--- config.mk ---
export PLATFORM = sky130hd
export DESIGN_NAME = csr_accum_top
export DESIGN_NICKNAME = d
export VERILOG_FILES = /design/src/rtl/csr_accum_pkg.sv /design/src/rtl/csr_slot_ctr.sv /design/src/rtl/csr_entry_stage.sv /design/src/rtl/csr_stage.sv /design/src/rtl/csr_accum_top.sv
export SDC_FILE = /design/constraint.sdc
export NUM_CORES = 1
export LEC_CHECK = 0
export CORE_ASPECT_RATIO = 1.25
export CORE_MARGIN = 3
export CORE_UTILIZATION = 32
export CTS_CLUSTER_SIZE = 12
export DETAILED_ROUTE_END_ITERATION = 10
export PLACE_DENSITY = 0.53
export SYNTH_ARGS = -nofsm -noshare
export SYNTH_HDL_FRONTEND = slang
export SYNTH_HIERARCHICAL = 1
export SYNTH_SLANG_ARGS = --single-unit
--- constraint.sdc ---
create_clock -name clk -period 2.2 [get_ports clk]
set_input_delay 0.22 -clock clk [delete_from_list [all_inputs] [get_ports clk]]
set_output_delay 0.22 -clock clk [all_outputs]
set_load 0.02 [all_outputs]
--- src/rtl/csr_accum_pkg.sv ---
package csr_accum_pkg;

    // configuration of the datapath
    localparam int SAMPLE_W = 8;
    localparam int THREADS  = 3;     // loop levels and threads, at least 3
    localparam int LIMIT    = 200;

    // derived widths
    localparam int TAG_W = (THREADS > 1) ? $clog2(THREADS) : 1;
    localparam int SUM_W = SAMPLE_W + 1;

    typedef logic [TAG_W-1:0]    tag_t;
    typedef logic [SAMPLE_W-1:0] sample_t;
    typedef logic [SUM_W-1:0]    sum_t;

    localparam sum_t LIMIT_V = sum_t'(LIMIT);

    // operation done by the logic in front of each loop level
    typedef enum logic [1:0] {
        OP_ADD  = 2'd0,
        OP_CMP  = 2'd1,
        OP_PASS = 2'd2,
        OP_FOLD = 2'd3
    } level_op_e;

    // what travels from one loop level to the next
    typedef struct packed {
        tag_t tag;
        sum_t sum;
        logic hit;
    } lane_t;

    function automatic level_op_e op_of_level(input int lvl);
        if (lvl == 0)                 return OP_ADD;
        else if (lvl == 1)            return OP_CMP;
        else if (lvl == THREADS - 1)  return OP_FOLD;
        else                          return OP_PASS;
    endfunction

    function automatic tag_t next_slot(input tag_t s);
        return (s == tag_t'(THREADS - 1)) ? '0 : s + tag_t'(1);
    endfunction

    // level k holds, right after reset, the thread that entered k+1 cycles ago
    function automatic tag_t reset_tag(input int lvl);
        return tag_t'(THREADS - 1 - lvl);
    endfunction

    function automatic lane_t reset_lane(input int lvl);
        lane_t l;
        l.tag = reset_tag(lvl);
        l.sum = '0;
        l.hit = 1'b0;
        return l;
    endfunction

endpackage

--- src/rtl/csr_slot_ctr.sv ---
module csr_slot_ctr
    import csr_accum_pkg::*;
(
    input  logic clk,
    input  logic rst,
    output tag_t slot_o
);

    tag_t slot_q;

    always_ff @(posedge clk) begin
        if (rst) slot_q <= '0;
        else     slot_q <= next_slot(slot_q);
    end

    assign slot_o = slot_q;


    slot_wrap_chk: assert property (@(posedge clk) disable iff (rst)
        (slot_q == tag_t'(THREADS - 1)) |=> (slot_q == '0));


    slot_range_chk: assert property (@(posedge clk) disable iff (rst)
        slot_q < tag_t'(THREADS));

endmodule

--- src/rtl/csr_entry_stage.sv ---
module csr_entry_stage
    import csr_accum_pkg::*;
(
    input  logic    clk,
    input  logic    rst,
    input  sum_t    acc_i,
    input  sample_t sample_i,
    input  tag_t    slot_i,
    output lane_t   lane_o
);

    lane_t nxt, lane_q;

    // level 0: add the sample to the value fed back from the last level
    always_comb begin
        nxt.tag = slot_i;
        nxt.sum = acc_i + sum_t'(sample_i);
        nxt.hit = 1'b0;
    end

    always_ff @(posedge clk) begin
        if (rst) lane_q <= reset_lane(0);
        else     lane_q <= nxt;
    end

    assign lane_o = lane_q;

endmodule

--- src/rtl/csr_stage.sv ---
module csr_stage
    import csr_accum_pkg::*;
#(
    parameter int LVL = 1
) (
    input  logic  clk,
    input  logic  rst,
    input  lane_t lane_i,
    output lane_t lane_o
);

    localparam level_op_e OP = op_of_level(LVL);

    lane_t nxt, lane_q;

    generate
        if (OP == OP_CMP) begin : g_cmp
            always_comb begin
                nxt     = lane_i;
                nxt.hit = lane_i.hit | (lane_i.sum >= LIMIT_V);
            end
        end else if (OP == OP_FOLD) begin : g_fold
            sum_t reduced;
            always_comb begin
                reduced = lane_i.hit ? (lane_i.sum - LIMIT_V) : lane_i.sum;
                nxt     = lane_i;
                nxt.sum = {1'b0, reduced[SAMPLE_W-1:0]};
            end
        end else begin : g_pass
            always_comb nxt = lane_i;
        end
    endgenerate

    // every level is written every cycle; holding is by recirculation only
    always_ff @(posedge clk) begin
        if (rst) lane_q <= reset_lane(LVL);
        else     lane_q <= nxt;
    end

    assign lane_o = lane_q;

endmodule

--- src/rtl/csr_accum_top.sv ---
module csr_accum_top
    import csr_accum_pkg::*;
(
    input  logic                clk,
    input  logic                rst,
    input  logic [SAMPLE_W-1:0] in_sample,
    output logic [TAG_W-1:0]    cur_slot,
    output logic [SAMPLE_W-1:0] out_acc,
    output logic                out_hit,
    output logic [TAG_W-1:0]    out_thread
);

    localparam int LAST = THREADS - 1;

    tag_t  slot;
    lane_t lane_q [THREADS];

    csr_slot_ctr u_slot (
        .clk    (clk),
        .rst    (rst),
        .slot_o (slot)
    );

    csr_entry_stage u_entry (
        .clk      (clk),
        .rst      (rst),
        .acc_i    (lane_q[LAST].sum),
        .sample_i (in_sample),
        .slot_i   (slot),
        .lane_o   (lane_q[0])
    );

    generate
        for (genvar k = 1; k < THREADS; k++) begin : g_lvl
            csr_stage #(.LVL(k)) u_stage (
                .clk    (clk),
                .rst    (rst),
                .lane_i (lane_q[k-1]),
                .lane_o (lane_q[k])
            );


            level_order_chk: assert property (@(posedge clk) disable iff (rst)
                next_slot(lane_q[k].tag) == lane_q[k-1].tag);
        end
    endgenerate

    assign cur_slot   = slot;
    assign out_acc    = lane_q[LAST].sum[SAMPLE_W-1:0];
    assign out_hit    = lane_q[LAST].hit;
    assign out_thread = lane_q[LAST].tag;


    out_tag_align_chk: assert property (@(posedge clk) disable iff (rst)
        out_thread == cur_slot);


    entry_tag_chk: assert property (@(posedge clk) disable iff (rst)
        next_slot(lane_q[0].tag) == cur_slot);


    reset_clear_chk: assert property (@(posedge clk)
        rst |=> (out_acc == '0 && !out_hit));

endmodule

==> impl_metrics.ini, run 1 <==
[finish]
area.sequential_um2 = 701
multiInputGateArea_um2 = 698
insertedDiodeCount = 0
final_area_um2 = 1860
drive_above_1_share = 0.110
final_cells = 228
syn_to_final_growth_pct = 27.7
layout.nets = 192
fillers = 436

[floorplanning]
num_rows = 26
num_io_pins = 23
initial_core_util = 0.344
dieArea_um2 = 5400
die_w_um = 66.3
core-area_um2 = 4230
die_y_um = 81.4

[worst_setup_path]
startpoint = in_sample[0]
crit_arrival_ns = 2.14
cp.required_ns = 2.37
reg2reg_from = g_lvl[2].u_stage/lane_o[1]
crit_path_start_kind = primary input
endpoint_kind = flip-flop
worst-setup-path-type = primary input to flip-flop
worstPathMaxFanout = 2

[route]
vias_per_cell = 4.50
wirelength_um = 2570
dr.first_iter.drc_count = 25
drtPass1Iterations = 2
post_drt_wl_per_cell_um = 11.3
ant_nets = 0
drc = 0
vias = 1026

[synthesis]
yosys_warnings = 6
synth.avg_cell_area_um2 = 10.2
syn-cell-area_um2 = 1460
synthCells = 143
synth.net_count = 164

[power]
vdd_drop_max_v = 0.000289
leakagePower_nw = 0.762
power_density_nw_per_um2 = 859

[placed_design]
io_buffers = 22
gp_congestion = 0.726
place_area_um2 = 1750
place_hpwl_um = 1980
dpl.cell_count = 220
post-place-ws_ns = -0.0647

[clock_tree]
clock-sinks = 35
cts_setup_buffers = 0
cts_htree_levels = 2
insertion_delay_ns = 0.28
cts_tree = done
root_buffer = clkbuf_8
ctsResizeCount = 0
ctsLongestPathBuffers = 2
cts_hold_buf = 0
numCtsBuffers = 5
path_clk_slew_ns = 0.07

[global_routing]
grt_pass1_vias = 972
grt_overflow = 0
grt_usage = 0.109
grt_pass1_wl_um = 4330
grt_antenna_before_repair = 0
grt_max_degree = 23

[timing]
finalSetupTns_ns = 0
min_period_ns = 1.98
hold_ws_ns = 0.417
fin_ws_ns = 0.224
clock_skew_ns = 0.00537
period_share = 0.898
max_freq_ghz = 0.506
setup_violations = 0
hold_viol = 0
rsz0062_at_grt = no
final_max_slew_viol_count = 0

[outcome]
outcome = finished clean

[min_path]
min_path_type = flip-flop to flip-flop
hp-start = u_entry/lane_o[10]

[flow_run]
drv_cap = 0
## layout by cell type, fill, tap and decap left out, types with 4 or more instances in the layout
| master | count |
|---|---|
| a211oi_1 | 4 |
| buf_4 | 6 |
| clkbuf_8 | 5 |
| clkdlybuf4s50_1 | 22 |
| dfxtp_1 | 35 |
| ha_1 | 10 |
| nor2_1 | 14 |
| nor2b_1 | 21 |
| nor3_1 | 4 |
## metrics by stage
| stage | power (mW) | util |
|---|---|---|
| floorplan | 0.942 | - |
| global placement | 1.04 | 0.413 |
| detailed placement | 1.04 | 0.413 |
| CTS | 1.62 | 0.439 |
| global route | 1.69 | 0.439 |
| finish | 1.60 | 0.439 |
## final timing paths
path / endpoint / slack, ns / depth (start not counted)
min reg2reg: g_lvl[1].u_stage/lane_o[10] / 0.42 / 1
max reg2reg: u_entry/lane_o[9] / 0.23 / 6
min: g_lvl[1].u_stage/lane_o[10] / 0.42 / 1
max: u_entry/lane_o[9] / 0.22 / 7
## power by group
group	internal, mW	switching (mW)	leakage, nW
combinational	0.153	0.139	0.414
clock	0.337	0.232	0.0581
sequential	0.700	0.0362	0.290
total	1.19	0.407	0.762
## per-layer routing
layer  track usage  share of wire  routed length [um]
met3        0.0360          0.046                 119
met1         0.123           0.44                1140
met4        0.0610          0.023                  58
met5             0              0                   0
met2         0.179           0.49                1250
## registers in the layout, summed over array words and instances, names as in the netlist
register,count
g_lvl.u_stage/lane_o,22
u_slot/slot_o,2
u_entry/lane_o,11
## area by class of cell
cell class,instances,area share
clock buffer,5,0.0370
timing repair buffer,28,0.143
sequential,35,0.377
tap,56,0.0377
inverter,3,0.00606
multi-input combinational,98,0.376
clock inverter,3,0.0236
## critical path, cell delays in order
cell and delay [ns]:
clkdlybuf4s50_1 0.40, ha_1 0.21, fa_1 0.42, a211oi_2 0.27, o21bai_1 0.11, a31oi_1 0.19
mux2_1 0.34
Note: power is estimated with default switching activity, not from simulation.
==> run 2: changes to the inputs <==
--- a/config.mk
+++ b/config.mk
@@ -11,6 +11,7 @@
 export CTS_CLUSTER_SIZE = 12
 export DETAILED_ROUTE_END_ITERATION = 10
 export PLACE_DENSITY = 0.53
+export RECOVER_POWER = 50
 export SYNTH_ARGS = -nofsm -noshare
 export SYNTH_HDL_FRONTEND = slang
 export SYNTH_HIERARCHICAL = 1
==> run 2 against run 1 <==
Critical path type unchanged. First-iteration DRC count fell by 8.0%. Power about the same. Wire length about the same. Count of clock-buffer cells in the layout unchanged. Sequential power about the same. Clock power is essentially flat. Sequential share of layout area grew 0.15 points. Largest power group unchanged. Combinational power about the same. Cell count stayed put.
==> impl_metrics.ini, run 2 (synthesis gave the netlist of run 1 again) <==
[worst_setup_path]
cp_top_family = adder cells
startpoint = in_sample[0]
crit_path_start_kind = primary input
r2r-end = u_entry/lane_o[9]
crit_chain = clkdlybuf4s50_1 > ha_1 > fa_1 > a211oi_2 > o21bai_1 > a31oi_1 > mux2_1
slowest_stage = fa_1
endpoint_kind = flip-flop
cp_slowest_stage_delay_ns = 0.42
worst-path-stages = 7
crit_buf_inv = 1
rrSetupSlack_ns = 0.23
ff2ff_path_depth = 6
worst-setup-path-type = primary input to flip-flop
worstPathMaxFanout = 2
cp.required_ns = 2.37
endpoint = u_entry/lane_o[9]
crit_arrival_ns = 2.14
reg2reg_from = g_lvl[2].u_stage/lane_o[1]

[clock_tree]
ctsResizeCount = 0
cts_hold_buf = 0
numCtsBuffers = 5
clock-sinks = 35
insertion_delay_ns = 0.28
cts_setup_buffers = 0
cts_tree = done
root_buffer = clkbuf_8
cts_htree_levels = 2
ctsLongestPathBuffers = 2
path_clk_slew_ns = 0.07

[finish]
final_cell_mix = dfxtp_1, nor2b_1, clkdlybuf4s50_1, nor2_1, ha_1
drive_above_1_share = 0.0988
mostFrequentLayoutCell = dfxtp_1
fillers = 436
area.sequential_um2 = 701
insertedDiodeCount = 0
layout.nets = 192
syn_to_final_growth_pct = 27.2
multiInputGateArea_um2 = 698
largest_reg_flops = 22
fin_util = 0.438

[route]
ant_nets = 0
drtPass1Iterations = 2
drc = 0
dr.first_iter.drc_count = 23
wirelength_um = 2570
post_drt_wl_per_cell_um = 11.3
vias_per_cell = 4.51
vias = 1029

[placed_design]
gp_congestion = 0.726
place_hpwl_um = 1980
io_buffers = 22

[flow_run]
drv_cap = 0

[timing]
max_slew_margin = 0.404
final_max_slew_viol_count = 0
setup_violations = 0
hold_viol = 0
min_period_ns = 1.97
rsz0062_at_grt = no
period_share = 0.897
max_freq_ghz = 0.507
clock_skew_ns = 0.00545
tightest_slew_ns = 0.893

[floorplanning]
die_y_um = 81.4
num_io_pins = 23
die_w_um = 66.3
num_rows = 26
dieArea_um2 = 5400
initial_core_util = 0.344
core-area_um2 = 4230

[global_routing]
met3_usage = 0.0360
grt_antenna_before_repair = 0
grt_pass1_wl_um = 4330
grt_max_degree = 23
grt_overflow = 0
grtUsageMet2 = 0.179
use_met1 = 0.123
grt_pass1_vias = 972
grt_usage = 0.109
top_usage_layer = met2

[power]
vdd_drop_max_v = 0.000290
leakagePower_nw = 0.755
total_power_mw = 1.60
power_density_nw_per_um2 = 862

[outcome]
outcome = finished clean

[min_path]
min_path_type = flip-flop to flip-flop
## run 2: cell count changes in the layout (fill, tap and decap cells not counted), sizes merged
cell           previous run  this run
buf                       6         4
clkbuf                    5         7
clkdlybuf4s50            22        21
dlygate4sd3               0         1
## run 2: power breakdown
part	leakage [nW]	internal [mW]	switching (mW)
clock network	0.0581	0.337	0.232
logic	0.407	0.151	0.139
registers	0.290	0.700	0.0362
total	0.755	1.19	0.407
## run 2: cell type report
class / instances / share of cell area
timing repair buffer: 28 / 0.139
clock inverter: 3 / 0.0237
sequential: 35 / 0.379
tap: 56 / 0.0379
multi-input combinational: 98 / 0.377
clock buffer: 5 / 0.0372
inverter: 3 / 0.00609
## run 2: per-layer routing
layer	up-vias	routed length (um)	part of all wire
li1	543	-	-
met1	461	1140	0.44
met2	19	1260	0.49
met3	6	119	0.046
met4	0	58	0.023
met5	-	0	0
## run 2: metrics by stage
step	area (um2)	std cells	setup WS, ns	hold slack (ns)	setup TNS (ns)
detailed placement	1750	220	-0.0647	0.397	-0.112
floorplan	1460	143	0.207	0.284	0
finish	1850	228	0.227	0.417	0
global route	1850	228	0.0913	0.442	0
CTS	1860	228	0.208	0.422	0
global placement	1750	220	-0.0557	0.388	-0.102
## run 2: how the worst min path moves through the flow
stage | from | endpoint | slack, ns | depth (start not counted)
global route | u_entry/lane_o[10] | g_lvl[1].u_stage/lane_o[10] | 0.44 | 1
CTS | u_entry/lane_o[10] | g_lvl[1].u_stage/lane_o[10] | 0.42 | 1
floorplan | rst | u_slot/slot_o[1] | 0.28 | 1
finish | u_entry/lane_o[10] | g_lvl[1].u_stage/lane_o[10] | 0.42 | 1
detailed placement | u_entry/lane_o[10] | g_lvl[1].u_stage/lane_o[10] | 0.40 | 1
global placement | u_entry/lane_o[10] | g_lvl[1].u_stage/lane_o[10] | 0.39 | 1
